### src/rtl/ccs_pkg.sv
package ccs_pkg;
  localparam int SLOT_W   = 20;
  localparam int REG_AW   = 7;
  localparam int REG_DW   = 16;
  localparam int RW_BIT   = 19;
  localparam int ADDR_LSB = 12;
  localparam int DATA_LSB = 4;
  localparam int SEL_W    = 2;
  localparam int NUM_TX   = 2;
  localparam int NUM_RX   = 2;
  localparam int FLAG_W   = 3 + NUM_RX + NUM_RX;

  // slot index order is the select encoding
  localparam int SLOT_ADDR = 0;
  localparam int SLOT_DATA = 1;

  typedef enum logic [SEL_W-1:0] {
    SEL_ADDR_TX = 2'd0,
    SEL_DATA_TX = 2'd1,
    SEL_ADDR_RX = 2'd2,
    SEL_DATA_RX = 2'd3
  } slot_sel_e;

  function automatic logic slot_is_read(input logic [SLOT_W-1:0] s);
    return s[RW_BIT];
  endfunction

  function automatic logic [REG_AW-1:0] slot_reg_addr(input logic [SLOT_W-1:0] s);
    return s[ADDR_LSB +: REG_AW];
  endfunction

  function automatic logic [REG_DW-1:0] slot_wdata(input logic [SLOT_W-1:0] s);
    return s[DATA_LSB +: REG_DW];
  endfunction

  function automatic logic [SLOT_W-1:0] echo_addr(input logic [SLOT_W-1:0] s);
    logic [SLOT_W-1:0] r;
    r = s;
    r[RW_BIT] = 1'b0;
    return r;
  endfunction

  function automatic logic [SLOT_W-1:0] pack_rdata(input logic [REG_DW-1:0] d);
    logic [SLOT_W-1:0] r;
    r = '0;
    r[DATA_LSB +: REG_DW] = d;
    return r;
  endfunction
endpackage

### src/rtl/ccs_tx_slots.sv
module ccs_tx_slots
  import ccs_pkg::*;
(
  input  logic              clk,
  input  logic              rst_n,
  input  logic              wr_en,
  input  logic [SEL_W-1:0]  wr_sel,
  input  logic [SLOT_W-1:0] wr_data,
  input  logic              cmd_done,
  output logic [SLOT_W-1:0] addr_slot,
  output logic [SLOT_W-1:0] data_slot,
  output logic              pending,
  output logic              launch,
  output logic              launch_read,
  output logic              finish,
  output logic              cmd_req,
  output logic [NUM_TX-1:0] tx_empty
);
  logic [NUM_TX-1:0] take;
  logic [SLOT_W-1:0] slot_q [NUM_TX];

  assign launch      = take[SLOT_ADDR];
  assign launch_read = launch && slot_is_read(wr_data);
  assign finish      = cmd_done && pending;
  assign addr_slot   = slot_q[SLOT_ADDR];
  assign data_slot   = slot_q[SLOT_DATA];

  for (genvar g = 0; g < NUM_TX; g++) begin : g_slot
    assign take[g] = wr_en && !pending && (wr_sel == SEL_W'(g));

    always_ff @(posedge clk) begin
      if (!rst_n) begin
        slot_q[g]   <= '0;
        tx_empty[g] <= 1'b1;
      end else begin
        if (take[g]) slot_q[g] <= wr_data;
        if (finish) tx_empty[g] <= 1'b1;
        else if (take[g]) tx_empty[g] <= 1'b0;
      end
    end
  end

  always_ff @(posedge clk) begin
    if (!rst_n) begin
      pending <= 1'b0;
      cmd_req <= 1'b0;
    end else begin
      cmd_req <= launch;
      if (finish) pending <= 1'b0;
      else if (launch) pending <= 1'b1;
    end
  end

  // request is a single-cycle pulse
  assert_req_single_R2: assert property (@(posedge clk) disable iff (!rst_n)
    cmd_req |=> !cmd_req);
  // a request always belongs to an open command
  assert_req_pending_R2: assert property (@(posedge clk) disable iff (!rst_n)
    cmd_req |-> pending);
  // slots frozen while a command is open
  assert_hold_pending_R9: assert property (@(posedge clk) disable iff (!rst_n)
    pending |=> ($stable(addr_slot) && $stable(data_slot)));
  // completion marks both slots empty
  assert_empty_done_R7: assert property (@(posedge clk) disable iff (!rst_n)
    finish |=> (&tx_empty));
endmodule

### src/rtl/ccs_rx_slots.sv
module ccs_rx_slots
  import ccs_pkg::*;
(
  input  logic              clk,
  input  logic              rst_n,
  input  logic              launch_read,
  input  logic              finish,
  input  logic [SLOT_W-1:0] addr_slot,
  input  logic [REG_DW-1:0] cmd_rdata,
  input  logic [NUM_RX-1:0] rd_clr,
  output logic [SLOT_W-1:0] rx_addr,
  output logic [SLOT_W-1:0] rx_data,
  output logic [NUM_RX-1:0] rx_valid,
  output logic [NUM_RX-1:0] rx_busy
);
  logic capture;

  assign capture = finish && slot_is_read(addr_slot);

  for (genvar g = 0; g < NUM_RX; g++) begin : g_flag
    always_ff @(posedge clk) begin
      if (!rst_n) begin
        rx_valid[g] <= 1'b0;
        rx_busy[g]  <= 1'b0;
      end else begin
        if (capture) rx_valid[g] <= 1'b1;
        else if (rd_clr[g]) rx_valid[g] <= 1'b0;
        if (capture) rx_busy[g] <= 1'b0;
        else if (launch_read) rx_busy[g] <= 1'b1;
      end
    end
  end

  always_ff @(posedge clk) begin
    if (!rst_n) begin
      rx_addr <= '0;
      rx_data <= '0;
    end else if (capture) begin
      rx_addr <= echo_addr(addr_slot);
      rx_data <= pack_rdata(cmd_rdata);
    end
  end

  // both busy flags move together
  assert_busy_pair_R6: assert property (@(posedge clk) disable iff (!rst_n)
    rx_busy[0] == rx_busy[1]);
  // a finished read leaves valid set and busy clear
  assert_read_done_R6: assert property (@(posedge clk) disable iff (!rst_n)
    capture |=> ((&rx_valid) && !(|rx_busy)));
  // echoed address never carries the direction bit
  assert_echo_rw_R5: assert property (@(posedge clk) disable iff (!rst_n)
    !rx_addr[RW_BIT]);
  // low nibble of returned data is zero
  assert_rx_low_R5: assert property (@(posedge clk) disable iff (!rst_n)
    rx_data[DATA_LSB-1:0] == '0);
endmodule

### src/rtl/codec_cmd_slots.sv
module codec_cmd_slots
  import ccs_pkg::*;
(
  input  logic              clk,
  input  logic              rst_n,
  input  logic              slot_wr_en,
  input  logic [SEL_W-1:0]  slot_wr_sel,
  input  logic [SLOT_W-1:0] slot_wr_data,
  input  logic              slot_rd_en,
  input  logic [SEL_W-1:0]  slot_rd_sel,
  output logic [SLOT_W-1:0] slot_rd_data,
  output logic [FLAG_W-1:0] slot_flags,
  output logic              cmd_req,
  output logic              cmd_write,
  output logic [REG_AW-1:0] cmd_addr,
  output logic [REG_DW-1:0] cmd_wdata,
  input  logic              cmd_done,
  input  logic [REG_DW-1:0] cmd_rdata
);
  logic [SLOT_W-1:0] addr_slot, data_slot, rx_addr, rx_data;
  logic              pending, launch, launch_read, finish;
  logic [NUM_TX-1:0] tx_empty;
  logic [NUM_RX-1:0] rx_valid, rx_busy, rd_clr;

  assign rd_clr[0] = slot_rd_en && (slot_rd_sel == SEL_ADDR_RX);
  assign rd_clr[1] = slot_rd_en && (slot_rd_sel == SEL_DATA_RX);

  ccs_tx_slots u_tx (
    .clk         (clk),
    .rst_n       (rst_n),
    .wr_en       (slot_wr_en),
    .wr_sel      (slot_wr_sel),
    .wr_data     (slot_wr_data),
    .cmd_done    (cmd_done),
    .addr_slot   (addr_slot),
    .data_slot   (data_slot),
    .pending     (pending),
    .launch      (launch),
    .launch_read (launch_read),
    .finish      (finish),
    .cmd_req     (cmd_req),
    .tx_empty    (tx_empty)
  );

  ccs_rx_slots u_rx (
    .clk         (clk),
    .rst_n       (rst_n),
    .launch_read (launch_read),
    .finish      (finish),
    .addr_slot   (addr_slot),
    .cmd_rdata   (cmd_rdata),
    .rd_clr      (rd_clr),
    .rx_addr     (rx_addr),
    .rx_data     (rx_data),
    .rx_valid    (rx_valid),
    .rx_busy     (rx_busy)
  );

  assign cmd_write = !slot_is_read(addr_slot);
  assign cmd_addr  = slot_reg_addr(addr_slot);
  assign cmd_wdata = slot_wdata(data_slot);

  assign slot_flags = {rx_busy, rx_valid, &tx_empty, tx_empty};

  always_comb begin
    unique case (slot_sel_e'(slot_rd_sel))
      SEL_ADDR_TX: slot_rd_data = addr_slot;
      SEL_DATA_TX: slot_rd_data = data_slot;
      SEL_ADDR_RX: slot_rd_data = rx_addr;
      default:     slot_rd_data = rx_data;
    endcase
  end

  // a request appears only after an accepted address write
  assert_req_cause_R2: assert property (@(posedge clk) disable iff (!rst_n)
    cmd_req |-> $past(slot_wr_en && slot_wr_sel == SEL_ADDR_TX));
  // completion while idle leaves receive state untouched
  assert_idle_done_R10: assert property (@(posedge clk) disable iff (!rst_n)
    (cmd_done && !pending && !slot_rd_en) |=> ($stable(slot_flags) && $stable(rx_data)));
endmodule

### config.mk
export PLATFORM = sky130hd
export DESIGN_NAME = codec_cmd_slots
export DESIGN_NICKNAME = d
export VERILOG_FILES = /design/src/rtl/ccs_pkg.sv /design/src/rtl/ccs_tx_slots.sv /design/src/rtl/ccs_rx_slots.sv /design/src/rtl/codec_cmd_slots.sv
export SDC_FILE = /design/constraint.sdc
export NUM_CORES = 1
export LEC_CHECK = 0
export BUFFER_PORTS_ARGS = -buffer_cell sky130_fd_sc_hd__buf_2
export CORE_MARGIN = 4
export CORE_UTILIZATION = 50
export DETAILED_ROUTE_END_ITERATION = 12
export HOLD_SLACK_MARGIN = 0.08
export PLACE_DENSITY = 0.76
export SLEW_MARGIN = 20
export SYNTH_ARGS = -nofsm -noshare
export SYNTH_HDL_FRONTEND = slang
export SYNTH_SLANG_ARGS = --single-unit
### constraint.sdc
create_clock -name clk -period 4.35 [get_ports clk]
set_input_delay 0 -clock clk [delete_from_list [all_inputs] [get_ports clk]]
set_output_delay 0 -clock clk [all_outputs]
set_load 0.01 [all_outputs]
==> results of run 1 <==
registers in the layout, indices dropped and copies added (netlist names):
signal,cells
u_tx.tx_empty,2
u_tx.slot_q,40
u_rx.rx_busy,1
u_tx.cmd_req,1
u_tx.pending,1
u_rx.rx_valid,2
u_rx.rx_data,16
u_rx.rx_addr,19
report_power, final:
group	total, mW	internal [mW]	switching (mW)	leakage (nW)
clock network	0.652	0.391	0.261	0.125
logic	0.183	0.0893	0.0941	1.09
registers	0.852	0.836	0.0155	0.754
total	1.69	1.32	0.370	1.97
tightest hold or removal path: cells and delay by family:
kind	cells	cell delay, ns
buffers and inverters	1	0.24
muxes	1	0.05
and+or+nand+nor	1	0.12
stage by stage:
| stage | util (%) | instances | worst slack [ns] | hold WS, ns |
|---|---|---|---|---|
| 2_1_floorplan | - | 329 | 2.61 | 0.142 |
| 3_3_place_gp | 56.5 | 475 | 2.38 | 0.248 |
| 3_5_place_dp | 56.5 | 475 | 2.32 | 0.256 |
| 4_1_cts | 65.4 | 532 | 2.30 | 0.0811 |
| 5_1_grt | 65.5 | 532 | 2.17 | 0.114 |
| 6_report | 65.5 | 532 | 2.31 | 0.103 |
per-layer routing:
metal	share of wire [%]	vias up	GRT usage, %
met5	0	-	0
met3	7.8	5	4.46
met2	49	117	34.1
met4	0.56	0	5.09
met1	43	1357	26.1
li1	-	1342	-
cell families after synthesis:
kind of cell	after synthesis	share of synthesized area, %
AOI/OAI and AO/OA	13	2.66
DFF	82	53.0
muxes	55	19.2
and+or+nand+nor	127	17.1
buffers and inverters	52	8.12
cell type report:
type | instances | share of cell area (%)
flip-flops and latches | 82 | 42.3
multi-input cells | 195 | 31.2
repair buffers | 138 | 18.6
clock buffers | 13 | 3.73
well taps | 99 | 2.57
clock inverters | 3 | 1.43
inverters | 2 | 0.156
cells in the final DEF (no fill, tap or decap), types with 2 or more instances in the layout:
cell type       n
buf_2          96
nand2_1        74
dfxtp_1        42
dlygate4sd3_1  41
mux2i_1        40
edfxtp_1       40
and3_1         21
nor3b_1        20
mux4_2         15
clkbuf_8       11
o2bb2ai_1       4
o21ai_0         4
nand4bb_1       2
inv_1           2
a21boi_0        2
a21bo_2         2
bufinv_16       2
final timing paths:
check | from | end | slack [ns] | cells past startpoint
min | rst_n | u_rx.rx_data[8] | 0.10 | 3
max reg2reg | u_tx.pending | u_tx.slot_q[0][14] | 2.31 | 2
max | u_tx.pending | u_tx.slot_q[0][14] | 2.31 | 2
min reg2reg | u_rx.rx_data[10] | u_rx.rx_data[10] | 0.46 | 2
what timing repair did:
item,4_1_cts,5_1_grt
endpoints found under the hold margin,62,0
hold buffers,41,0
setup endpoints to repair,0,0
==> impl_results.md, run 1 <==
* Fraction of layout cells with a size suffix above 1 at 30.7%
* Vias in the first global route at 2835
* Residual DRC count at 0
* Crit path cell chain: or4b_4 > nand2_1
* Largest net degree at the start of global routing at 59
* Die area at 9180 µm²
* Mapped Nets at 374
* Root buf cell: clkbuf_8
* Area leader, netlist: edfxtp_1
* Final Cycle Share at 47.0%
* Peak supply drop at 209 µV
* Post-synthesis register bit count at 82
* Worst Tran Pin Value at 1.01 ns
* # rows at 31
* Final WL at 8760 µm
* CP top delay family: simple AND/OR/NAND/NOR gates
* FILL cells at 562
* Die Ht at 95.8 µm
* Final instance area at 4820 µm²
* Design Power at 1.69 mW
* Clock-pin slew on the worst setup and hold paths at 0.08 ns
* CTS tree: done
* Final hold vios at 0
* CP arrival at 2.01 ns
* Ant. Diodes at 0
* P&R area growth vs syn at 25.2%
* Post-synth top area share at 31.2%
* Final GP Congestion at 0.757
* Crit. End Element: register
* Ys flop type: dfxtp_1
* Fmax at 490 MHz
* Synth top area cells: edfxtp_1 (31%), dfxtp_1 (22%), mux2i_1 (10%), mux4_2 (8.8%), nand2_1 (7.2%)
* Core Footprint at 7370 µm²
* Worst Hold Class: input port to register
* WP buf/inv at 0
* Io pins at 97
* Status: complete, no violations
* Startpoint types: register
* Worst path required time at 4.32 ns
* Top post-synthesis cells by count: nand2_1 (74), dfxtp_1 (42), edfxtp_1 (40), mux2i_1 (40), buf_4 (30)
* Slowest cell delay on critical path at 0.69 ns
* Post-route ant nets at 0
* Sequential share of the synthesized area at 53.0%
* Total Neg Setup Slack at 0 ns
* PD cells at 350 nW/µm²
* Detailed Place HPWL at 5590 µm
* Multi-input logic area at 1500 µm²
* Clock skew at 0.00983 ns
* Warnings from Yosys at 0
* CTS resizes at 0
* Netlist Area Pre-Place at 3850 µm²
* Avg Inst Size Synth at 11.7 µm²
* CTS H-Tree Depth at 3
* GR Util All Layers at 20.1%
* Count of final setup violators at 0
* EDFF count, synth at 40
* Async S/R FF share, synth at 0%
* # clock sinks at 82
* Synth cell types at 26
* Iter 0 DRT Violations at 169
* CTS Buf Count at 9
* Worst-path maximum fanout at 20
* Pre-antenna DRT Iters at 5
* Chip width at 95.8 µm
* Via count at 2821
* Clock Latency Late Sink at 0.35 ns
* Register area at 2040 µm²
* LEAKAGE at 1.97 nW
* Vias/cell at 5.30
* Most numerous cell in the Yosys netlist: nand2_1
* Crit Path Class: register to register
* Rel. slew slack at 32.0%
* Placed Area at 4160 µm²
* First-pass GRT wire length at 14000 µm
* Initial antenna violation count at 0
* Port bufs at 96
* Gate Count Post-Synth at 329
* Max Root-Sink Buffers at 2
* Slowest cell on crit path: nand2_1
* Max-cap violations at 0
* RSZ-0062 raised after global routing: false
* Wire per inst at 16.5 µm
* Layout net count at 473
* Fin. max-slew vios at 0
* Gr ovfl total at 0
* Initial Utilization at 52.3%
* Setup Fix Bufs, Post-CTS at 0
* Tmin final at 2.04 ns
No activity file was read; power rests on OpenSTA's default activity.
==> run 2: changes to the inputs <==
clock period = 2.01 ns   (was 4.35 ns; I/O delays follow)
==> impl_results.md, run 2 (synthesized netlist as in run 1, its figures left out) <==
* First-pass GRT wire length at 13600 µm (-3.0%)
* Max-cap violations at 0 (unchanged)
* Vias/cell at 5.20 (-1.9%)
* Layout net count at 482 (+1.9%)
* Residual DRC count at 0 (unchanged)
* Via count at 2813 (-0.28%)
* Worst Hold Class: input port to register
* Reg2Reg Depth at 3 (+1)
* Final GP Congestion at 0.781 (+3.2%)
* Die Ht at 95.8 µm (unchanged)
* Crit. End Element: register
* RSZ-0062 raised after global routing: false
* Total Neg Setup Slack at 0 ns (unchanged)
* Port bufs at 96 (unchanged)
* FF-to-FF End: u_tx.tx_empty[0]
* Clock skew at 0.00805 ns (-0.00178 ns)
* Fmax at 540 MHz (+10%)
* Status: complete, no violations
* CP arrival at 2.09 ns (+0.08 ns)
* Rel. slew slack at 62.6% (+31 points)
* Slowest cell delay on critical path at 0.61 ns (-0.08 ns)
* CTS resizes at 0 (unchanged)
* Detailed Place HPWL at 5220 µm (-6.6%)
* # clock sinks at 82 (unchanged)
* Max reg flops at 40 (unchanged)
* Core Footprint at 7370 µm² (unchanged)
* Count of final setup violators at 0 (unchanged)
* CTS H-Tree Depth at 3 (unchanged)
* Hold_sp: rst_n
* Hold EP: u_rx.rx_data[4]
* Pre-antenna DRT Iters at 4 (-1)
* Worst path required time at 2.25 ns (-2.07 ns)
* Worst Tran Pin Value at 0.561 ns (-0.453 ns)
* Final hold vios at 0 (unchanged)
* Chip width at 95.8 µm (unchanged)
* Largest net degree at the start of global routing at 43 (-27%)
* Die area at 9180 µm² (unchanged)
* Root buf cell: clkbuf_8
* Initial Utilization at 52.3% (unchanged)
* LEAKAGE at 2.01 nW (+2.0%)
* Most frequent cells in the layout: buf_2 (96), nand2_1 (74), dlygate4sd3_1 (43), dfxtp_1 (42)
* Tmin final at 1.85 ns (-0.189 ns)
* Clock Latency Late Sink at 0.35 ns (about the same)
* Reg with most FFs: u_tx.slot_q
* GR Util All Layers at 19.7% (-0.39 points)
* Fraction of layout cells with a size suffix above 1 at 31.2% (+0.51 points)
* Startpoint types: register
* Final WL at 8480 µm (-3.2%)
* WP buf/inv at 1 (+1)
* Registers with the most flip-flops: u_tx.slot_q (40), u_rx.rx_addr (19), u_rx.rx_data (16)
* CTS tree: done
* Commonest non-fill, non-tap cell in the layout: buf_2
* Final Cycle Share at 92.2% (+45 points)
* Setup Fix Bufs, Post-CTS at 0 (unchanged)
* Design Power at 3.57 mW (+110%)
* Critical Path Start: u_tx.pending
* Gr ovfl total at 0 (unchanged)
* Peak supply drop at 430 µV (+110%)
* Worst-path maximum fanout at 8 (-60%)
* Crit path cell chain: or4b_4 > dlygate4sd3_1 > a21bo_2
* Hold path cells at 4 (+1)
* R2R Setup Slk at 0.16 ns (-2.15 ns)
* PD cells at 728 nW/µm² (+110%)
* Iter 0 DRT Violations at 143 (-15%)
* CTS Buf Count at 9 (unchanged)
* CP top delay family: buffers and inverters
* FILL cells at 595 (+5.9%)
* Max Root-Sink Buffers at 2 (unchanged)
* RR Startpoint: u_tx.pending
* Ant. Diodes at 0 (unchanged)
* Initial antenna violation count at 0 (unchanged)
* Hold WS at 0.231 ns (+0.128 ns)
* Crit Path Class: register to register
* # rows at 31 (unchanged)
* P&R area growth vs syn at 27.3%
* Post-route ant nets at 0 (unchanged)
* Vias in the first global route at 2772 (-2.2%)
* Fin. max-slew vios at 0 (unchanged)
* Io pins at 97 (unchanged)
* Slowest cell on crit path: dlygate4sd3_1
* Clock-pin slew on the worst setup and hold paths at 0.08 ns (about the same)
* Wire per inst at 15.7 µm (-4.8%)
* Non-Filler Instances at 541 (+1.7%)
* Placed Cells at 482 (+1.5%)
==> run 2: changes by cell type in the layout (fill, tap and decap cells not counted), sizes merged <==
cell         delta
buf             +7
dlygate4sd3     +2
clkinv          -1
clkbuf          +1
==> run 2: how the worst max path moves through the flow <==
stage          cells past startpoint  slack, ns                end
2_1_floorplan                      2       0.27  u_tx.slot_q[0][0]
3_3_place_gp                       3       0.49  u_tx.slot_q[0][5]
3_5_place_dp                       3       0.47  u_tx.slot_q[0][4]
4_1_cts                            3       0.16   u_tx.tx_empty[0]
5_1_grt                            3       0.11   u_tx.tx_empty[0]
6_report                           3       0.16   u_tx.tx_empty[0]
==> run 2: report_power, final <==
part           internal (mW)  total [mW]  leakage (nW)  switching (mW)
combinational          0.210       0.414          1.15           0.204
sequential              1.81        1.84         0.754          0.0318
clock                  0.770        1.32         0.111           0.546
==> run 2: layout make-up <==
type	count	area (µm²)	share of cell area (%)
Multi-Input combinational cell	195	1500	30.6
Timing Repair Buffer	147	1010	20.6
Tap cell	99	124	2.53
Clock buffer	14	163	3.32
Inverter	2	7.51	0.153
Clock inverter	2	60.1	1.22
Sequential cell	82	2040	41.6
==> run 2: timing repair <==
action,4_1_cts,5_1_grt
endpoints found under the setup margin,0,0
hold buffers,43,0
endpoints found under the hold margin,62,0
==> run 2: metrics by stage <==
step                      cell area, µm²  utilization (%)  worst slack [ns]
after floorplan                     3850                -             0.273
after global placement              4250             57.7             0.487
after detailed placement            4250             57.7             0.466
after CTS                           4900             66.6             0.156
after global routing                4900             66.6             0.112
final                               4900             66.6             0.157
==> run 2: worst register-to-register path: stages, from the launching register on <==
cell           delay (ns)
dfxtp_1              0.36
or4b_4               0.56
dlygate4sd3_1        0.61
a21bo_2              0.22
==> run 2: routing by layer <==
layer | share of wire (%) | GRT usage (%) | vias up
met5 | 0 | 0 | -
met4 | 1.0 | 4.74 | 0
met3 | 6.4 | 5.79 | 8
met2 | 51 | 34.6 | 98
met1 | 42 | 23.7 | 1352
li1 | - | - | 1355
